==> src/rtl/cdwa_pkg.sv <==
package cdwa_pkg;
  localparam int unsigned CHAR_BITS  = 10;
  localparam int unsigned CHAR_COUNT = 2;
  localparam int unsigned PAT_BITS   = 7;
  // arrival order: bit 0 first -> 0,0,1,1,1,1,1
  localparam logic [PAT_BITS-1:0] SYNC_PAT = 7'b1111100;
endpackage

==> src/rtl/cdwa_rst_sync.sv <==
module cdwa_rst_sync (
  input  logic clk_i,
  input  logic rst_ni,
  output logic rst_no
);
  logic [1:0] sync_q;

  always_ff @(posedge clk_i or negedge rst_ni) begin
    if (!rst_ni) sync_q <= 2'b00;
    else         sync_q <= {sync_q[0], 1'b1};
  end

  assign rst_no = sync_q[1];
endmodule

==> src/rtl/cdwa_shifter.sv <==
module cdwa_shifter #(
  parameter int unsigned WIDTH = 20
) (
  input  logic             clk_i,
  input  logic             rst_ni,
  input  logic             shift_en_i,
  input  logic             bit_i,
  output logic [WIDTH-1:0] win_nxt_o
);
  logic [WIDTH-1:0] win_q;
  logic [WIDTH-1:0] win_d;

  // newest bit enters at the top; the oldest sits at index 0
  for (genvar g = 0; g < WIDTH; g++) begin : g_stage
    if (g == WIDTH - 1) begin : g_head
      assign win_nxt_o[g] = bit_i;
    end else begin : g_body
      assign win_nxt_o[g] = win_q[g+1];
    end
  end

  always_comb begin
    win_d = shift_en_i ? win_nxt_o : win_q;
  end

  always_ff @(posedge clk_i or negedge rst_ni) begin
    if (!rst_ni) win_q <= '0;
    else         win_q <= win_d;
  end
endmodule

==> src/rtl/cdwa_matcher.sv <==
module cdwa_matcher #(
  parameter int unsigned                WIDTH = 20,
  parameter int unsigned                PW    = 7,
  parameter logic [PW-1:0]              PAT   = 7'b1111100
) (
  input  logic [WIDTH-1:0] win_i,
  input  logic             en_i,
  output logic             hit_o
);
  localparam int unsigned BASE = WIDTH - PW;
  logic [PW-1:0] eq;

  // compare the newest PW bits; the pattern's first bit is the oldest of them
  for (genvar g = 0; g < PW; g++) begin : g_cmp
    assign eq[g] = ~(win_i[BASE+g] ^ PAT[g]);
  end

  assign hit_o = en_i & (&eq);
endmodule

==> src/rtl/cdwa_ctrl.sv <==
module cdwa_ctrl #(
  parameter int unsigned WORD_W = 20,
  parameter int unsigned PW     = 7
) (
  input  logic clk_i,
  input  logic rst_ni,
  input  logic bit_vld_i,
  input  logic det_en_i,
  input  logic hit_i,
  output logic emit_o,
  output logic cd_emit_o
);
  localparam int unsigned FW = $clog2(WORD_W + 1);
  localparam logic [FW-1:0] LAST = FW'(WORD_W);
  localparam logic [FW-1:0] ALN  = FW'(PW);

  logic [FW-1:0] fill_q, fill_d, fill_inc;
  logic          flag_q, flag_d;
  logic          full, hit;

  always_comb begin
    fill_inc  = fill_q + 1'b1;
    full      = (fill_inc == LAST);
    hit       = bit_vld_i & hit_i;
    emit_o    = bit_vld_i & full;
    cd_emit_o = emit_o & flag_q;
    fill_d    = fill_q;
    flag_d    = flag_q;
    if (bit_vld_i) begin
      if (hit)       fill_d = ALN;
      else if (full) fill_d = '0;
      else           fill_d = fill_inc;
      if (hit)         flag_d = 1'b1;
      else if (emit_o) flag_d = 1'b0;
    end
  end

  always_ff @(posedge clk_i or negedge rst_ni) begin
    if (!rst_ni) begin
      fill_q <= '0;
      flag_q <= 1'b0;
    end else begin
      fill_q <= fill_d;
      flag_q <= flag_d;
    end
  end


  fill_range_chk: assert property (@(posedge clk_i) disable iff (!rst_ni)
    fill_q < LAST);


  idle_hold_chk: assert property (@(posedge clk_i) disable iff (!rst_ni)
    !bit_vld_i |=> $stable(fill_q) && $stable(flag_q));


  freeze_count_chk: assert property (@(posedge clk_i) disable iff (!rst_ni)
    (bit_vld_i && !det_en_i) |=>
      fill_q == ((($past(fill_q) + 1'b1) == LAST) ? '0 : ($past(fill_q) + 1'b1)));
endmodule

==> src/rtl/cdwa_aligner.sv <==
module cdwa_aligner
  import cdwa_pkg::*;
#(
  parameter int unsigned CW  = CHAR_BITS,
  parameter int unsigned NCH = CHAR_COUNT
) (
  input  logic                clk_i,
  input  logic                rst_ni,
  input  logic                bit_i,
  input  logic                bit_vld_i,
  input  logic                det_en_i,
  output logic [CW*NCH-1:0]   word_o,
  output logic                word_vld_o,
  output logic                com_det_o
);
  localparam int unsigned WORD_W = CW * NCH;

  logic              rst_n;
  logic [WORD_W-1:0] win_nxt;
  logic              hit, emit, cd_emit;
  logic [WORD_W-1:0] word_q, word_d;
  logic              vld_q, vld_d, cd_q, cd_d;

  cdwa_rst_sync u_rst (
    .clk_i  (clk_i),
    .rst_ni (rst_ni),
    .rst_no (rst_n)
  );

  cdwa_shifter #(.WIDTH(WORD_W)) u_shift (
    .clk_i      (clk_i),
    .rst_ni     (rst_n),
    .shift_en_i (bit_vld_i),
    .bit_i      (bit_i),
    .win_nxt_o  (win_nxt)
  );

  cdwa_matcher #(.WIDTH(WORD_W), .PW(PAT_BITS), .PAT(SYNC_PAT)) u_match (
    .win_i (win_nxt),
    .en_i  (det_en_i),
    .hit_o (hit)
  );

  cdwa_ctrl #(.WORD_W(WORD_W), .PW(PAT_BITS)) u_ctrl (
    .clk_i     (clk_i),
    .rst_ni    (rst_n),
    .bit_vld_i (bit_vld_i),
    .det_en_i  (det_en_i),
    .hit_i     (hit),
    .emit_o    (emit),
    .cd_emit_o (cd_emit)
  );

  always_comb begin
    word_d = emit ? win_nxt : word_q;
    vld_d  = emit;
    cd_d   = cd_emit;
  end

  always_ff @(posedge clk_i or negedge rst_n) begin
    if (!rst_n) begin
      word_q <= '0;
      vld_q  <= 1'b0;
      cd_q   <= 1'b0;
    end else begin
      word_q <= word_d;
      vld_q  <= vld_d;
      cd_q   <= cd_d;
    end
  end

  assign word_o     = word_q;
  assign word_vld_o = vld_q;
  assign com_det_o  = cd_q;


  comdet_with_word_chk: assert property (@(posedge clk_i) disable iff (!rst_n)
    com_det_o |-> word_vld_o);


  comdet_aligned_chk: assert property (@(posedge clk_i) disable iff (!rst_n)
    com_det_o |-> (word_o[PAT_BITS-1:0] == SYNC_PAT));


  vld_needs_bit_chk: assert property (@(posedge clk_i) disable iff (!rst_n)
    word_vld_o |-> $past(bit_vld_i));


  vld_pulse_chk: assert property (@(posedge clk_i) disable iff (!rst_n)
    word_vld_o |=> !word_vld_o);
endmodule

==> config.mk <==
export PLATFORM = sky130hd
export DESIGN_NAME = cdwa_aligner
export DESIGN_NICKNAME = d
export VERILOG_FILES = /design/src/rtl/cdwa_pkg.sv /design/src/rtl/cdwa_rst_sync.sv /design/src/rtl/cdwa_shifter.sv /design/src/rtl/cdwa_matcher.sv /design/src/rtl/cdwa_ctrl.sv /design/src/rtl/cdwa_aligner.sv
export SDC_FILE = /design/constraint.sdc
export NUM_CORES = 1
export LEC_CHECK = 0
export ABC_CLOCK_PERIOD_IN_PS = 3500
export BUFFER_PORTS_ARGS = -buffer_cell sky130_fd_sc_hd__buf_4
export CAP_MARGIN = 5
export CORE_ASPECT_RATIO = 1.4
export CORE_UTILIZATION = 60
export CTS_BUF_LIST = sky130_fd_sc_hd__clkbuf_8
export DETAILED_ROUTE_END_ITERATION = 10
export GPL_TIMING_DRIVEN = 1
export PLACE_DENSITY = 0.9
export SLEW_MARGIN = 40
export SYNTH_ARGS = -nofsm -noshare
export SYNTH_HDL_FRONTEND = slang
export SYNTH_SLANG_ARGS = --single-unit
==> constraint.sdc <==
create_clock -name clk_i -period 3.5 [get_ports clk_i]
set_input_delay 0.7 -clock clk_i [delete_from_list [all_inputs] [get_ports clk_i]]
set_output_delay 0.7 -clock clk_i [all_outputs]
set_load 0.05 [all_outputs]
==> results.txt <==
The flow ran to the end, and the final reports show no timing, DRC or antenna violations. The detailed-route via count came out at 1090. The number of buffers inserted by post-CTS setup repair came out at 0. Of the cells placed in the final design, the portion with a size suffix greater than 1 is 48.05%. The cell sitting at the root of the clock tree is a sky130_fd_sc_hd__clkbuf_8. The critical path contains buffers and inverters numbering 2 combined. The total detailed-routing wirelength is 3071 microns. Max-cap violations in this run came to 0. The maximum clock path buffer count came out at 2. The weighted congestion reported at the end of routability-driven placement is 0.8122.

The number of synthesis warnings is 0. The number of nets in the synthesized netlist is 131. The count of input and output buffers came out at 26. The power density over the cells came out at 925.5 mW/mm^2. The capturing element type of the critical path is a flop. The reg-to-reg setup timing slack came out at 1.44 ns.

The latest clock arrival within the worst-skew pair came out at 0.30 ns. Measured in cells, the most critical reg-to-reg path has a length of 4. The horizontal die dimension is 50.74 microns. For this run, the leading register cell type out of synthesis is sky130_fd_sc_hd__dfrtp_1.

The portion of the clock cycle consumed by the worst path in the final layout is 66.39%. The peak ir drop on the vdd network is 573.7 uV. At the worst endpoint, the required time is 3.69 ns. The remaining number of nets flagged by the antenna check after routing came out at 0. The worst pin sits at a relative slew slack of 55.25%. Summed over all instances, the cell type with the most area after synthesis is sky130_fd_sc_hd__dfrtp_1. The number of gates resized after CTS is 0.

The maximum fanout along the worst path is 28. The clock network fraction of design power came out at 19.0%. Hold is met by 0.1583 ns. The share of power burned in combinational logic is 37.2%. The worst endpoint data arrival time came out at 2.51 ns. The die footprint came out at 0.003564 sq mm. The reg-to-reg startpoint is u_ctrl.fill_q[0]. The number of cells in the design after placement is 185. The share of flip-flops with an asynchronous set or reset after synthesis is 100.0%. The TritonCTS clock tree is done. The critical path goes through buf_4 -> nor2b_4 -> and4b_1 -> buf_4 -> mux2_2. The switching portion of total power is 36.91%.

The count of nets after finishing is 159. Setup violations remaining at the end of the flow were counted as 0. Setup repair after global routing left no endpoint under its margin. Dividing the detail-routed wire length by the instance count gives 15.91 microns. The final-report max-slew violation count was 0. Sorting the synthesized cells by area gives the leading types as sky130_fd_sc_hd__dfrtp_1 (61%), sky130_fd_sc_hd__mux2_4 (13%), sky130_fd_sc_hd__mux2_2 (12%). The residual overflow from global routing came out at 0. The analysis attributes to net switching a power of 786.1 uW. After the first detailed-routing iteration, the DRC count stood at 7.

The total negative slack for setup checks is 0 ns. The number of antenna diodes in the final layout is 0. The worst setup path is of the in -> reg kind. The number of clock buffers inserted by TritonCTS came out at 5. The delay of the slowest critical-path stage is 0.60 ns. The most common cell in the synthesized netlist is sky130_fd_sc_hd__dfrtp_1. The area added between synthesis and finish is 15.30%. The length of the first detailed-routing pass in iterations is 4. The portion of total power attributed to sequential cells came out at 43.8%. The number of clock sinks is 49. The total core area is 0.003153 sq mm. The aggregate global-route resource usage is 20.45%. In this run, synthesis inferred 0 flip-flops with an integrated enable. The largest clock skew in the final design is 0.008570 ns. The worst register-to-register path ends at word_o[0].

The sequential element share of the synthesized area came out at 61.44%. In this run the worst hold path is classified as in -> async. The slew at the pin with the worst max-slew slack is 0.6661 ns. 27 I/O pins were placed. The clock transition at the registers of the reported paths came out at 0.08 ns. The total count of hold-check failures in the final report came out at 0.

The largest individual stage delay along the critical path comes from the cell sky130_fd_sc_hd__and4b_1. After floorplanning, the core was divided into 24 placement rows. The maximum clock frequency is 430.4 MHz. The HPWL after detailed placement came out at 2089 microns. The number of H-tree branching levels is 2. The synthesized netlist contains 26 unique library cells.

The number of antenna violations at the first check in global routing came out at 0. The height of the die is 70.24 microns. After clock tree synthesis, the flow added hold-fix buffers numbering 0. For this design the static power due to leakage is 1.126 nW. Cell internal power was estimated by the tool at 1.344 mW. The clock period could shrink to 2.324 ns.

STA classifies the critical path startpoint as an input port. The cell area after synthesis is 0.001996 sq mm. The commonest cells after synthesis are sky130_fd_sc_hd__dfrtp_1 (49), sky130_fd_sc_hd__mux2_2 (21), sky130_fd_sc_hd__mux2_4 (17), sky130_fd_sc_hd__nor2b_1 (4). The gate family responsible for the most delay along the worst path is simple AND/OR/NAND/NOR gates. The via count normalized by instance count came out at 5.648.

By instance count, the cell type seen most on the critical path is sky130_fd_sc_hd__buf_4. The count of placed standard cells in the final layout, fillers left out is 193. The initial core utilization is 63.29%. The average footprint of a synthesized cell is 15.97 sq um. The final routed DRC violation total is 0.

The wire length of the first global-routing pass is 5306 microns. The number of storage elements in the synthesis netlist came out at 49. The gate count of the mapped netlist is 125. The via count of the first global-routing pass is 1116.

In this run the biggest area consumer among cell types represents 61.44% of the synthesized area. The largest net degree at the start of global routing is 48.
## final cells by class
cell class	count	area (sq um)
clock inverters	2	33.78
inverters	2	7.507
fillers	199	852.1
well taps	39	48.80
repair buffers	27	202.7
flip-flops and latches	49	1230
clock buffers	6	82.58
multi-input cells	68	695.7
## per-stage QoR
stage	util, %	setup slack (ns)	power, mW	instance area [sq um]
final	72.98	1.176	2.130	2301
after floorplan	-	1.690	1.514	1996
after global routing	72.98	1.088	2.227	2301
after detailed placement	69.29	0.8603	1.742	2185
after global placement	69.21	0.9190	1.701	2182
after CTS	72.98	1.185	2.147	2301
## layout by cell type, fill, tap and decap left out, types with 2 or more instances in the layout
| master | instances |
|---|---|
| sky130_fd_sc_hd__a211o_1 | 3 |
| sky130_fd_sc_hd__a21oi_1 | 2 |
| sky130_fd_sc_hd__and4b_1 | 2 |
| sky130_fd_sc_hd__buf_4 | 27 |
| sky130_fd_sc_hd__clkbuf_8 | 6 |
| sky130_fd_sc_hd__dfrtp_1 | 48 |
| sky130_fd_sc_hd__inv_1 | 3 |
| sky130_fd_sc_hd__mux2_2 | 21 |
| sky130_fd_sc_hd__mux2_4 | 17 |
| sky130_fd_sc_hd__nand2_1 | 3 |
| sky130_fd_sc_hd__nand4_1 | 2 |
| sky130_fd_sc_hd__nor2b_1 | 4 |
| sky130_fd_sc_hd__nor3_1 | 2 |
| sky130_fd_sc_hd__o21ai_0 | 3 |
## sequential cells by signal, indices dropped and copies added, names as in the netlist
register       cells
word_o            20
u_shift.win_q     19
u_ctrl.fill_q      5
u_rst.sync_q       2
com_det_o          1
u_ctrl.flag_q      1
word_vld_o         1
## worst register-to-register path: cells and delay by family (launching register included)
kind	cells	cell delay [ns]
fa+ha+maj	1	0.23
flops	1	0.40
mux	1	0.36
buf+inv	1	0.36
simple gates	1	0.60
## worst max-delay path by stage
stage | end | from | depth (start not counted)
2_1_floorplan | word_o[12] | bit_vld_i | 6
3_3_place_gp | word_o[0] | bit_vld_i | 5
3_5_place_dp | word_o[2] | bit_vld_i | 5
4_1_cts | word_o[2] | bit_vld_i | 5
5_1_grt | word_o[2] | bit_vld_i | 5
6_report | word_o[0] | bit_vld_i | 5
## kinds of logic (layout without fill, tap and decap cells)
family	after synthesis	after routing	synth area share [%]
compound gates	9	9	2.947
buf+inv	8	37	3.699
simple gates	19	19	6.457
other cells	1	1	0.1879
flops	49	49	61.44
mux	38	38	24.64
fa+ha+maj	1	1	0.6269
## power by group through the flow
| stage | logic, mW | registers, mW | clock network (mW) |
|---|---|---|---|
| floorplan | 0.307 | 1.21 | 0 |
| global placement | 0.775 | 0.926 | 0 |
| CTS | 0.801 | 0.935 | 0.411 |
| global route | 0.833 | 0.964 | 0.430 |
| finish | 0.793 | 0.933 | 0.404 |
| detailed placement | 0.797 | 0.946 | 0 |
## metal layers
| layer | share of wire (%) | track usage (%) | up-vias |
|---|---|---|---|
| met1 | 43 | 26.85 | 565 |
| met3 | 4.2 | 5.882 | 4 |
| li1 | - | - | 493 |
| met2 | 51 | 31.70 | 28 |
| met4 | 1.5 | 8.333 | 0 |
| met5 | 0 | 0 | - |
Note: power is estimated with default switching activity, not from simulation.
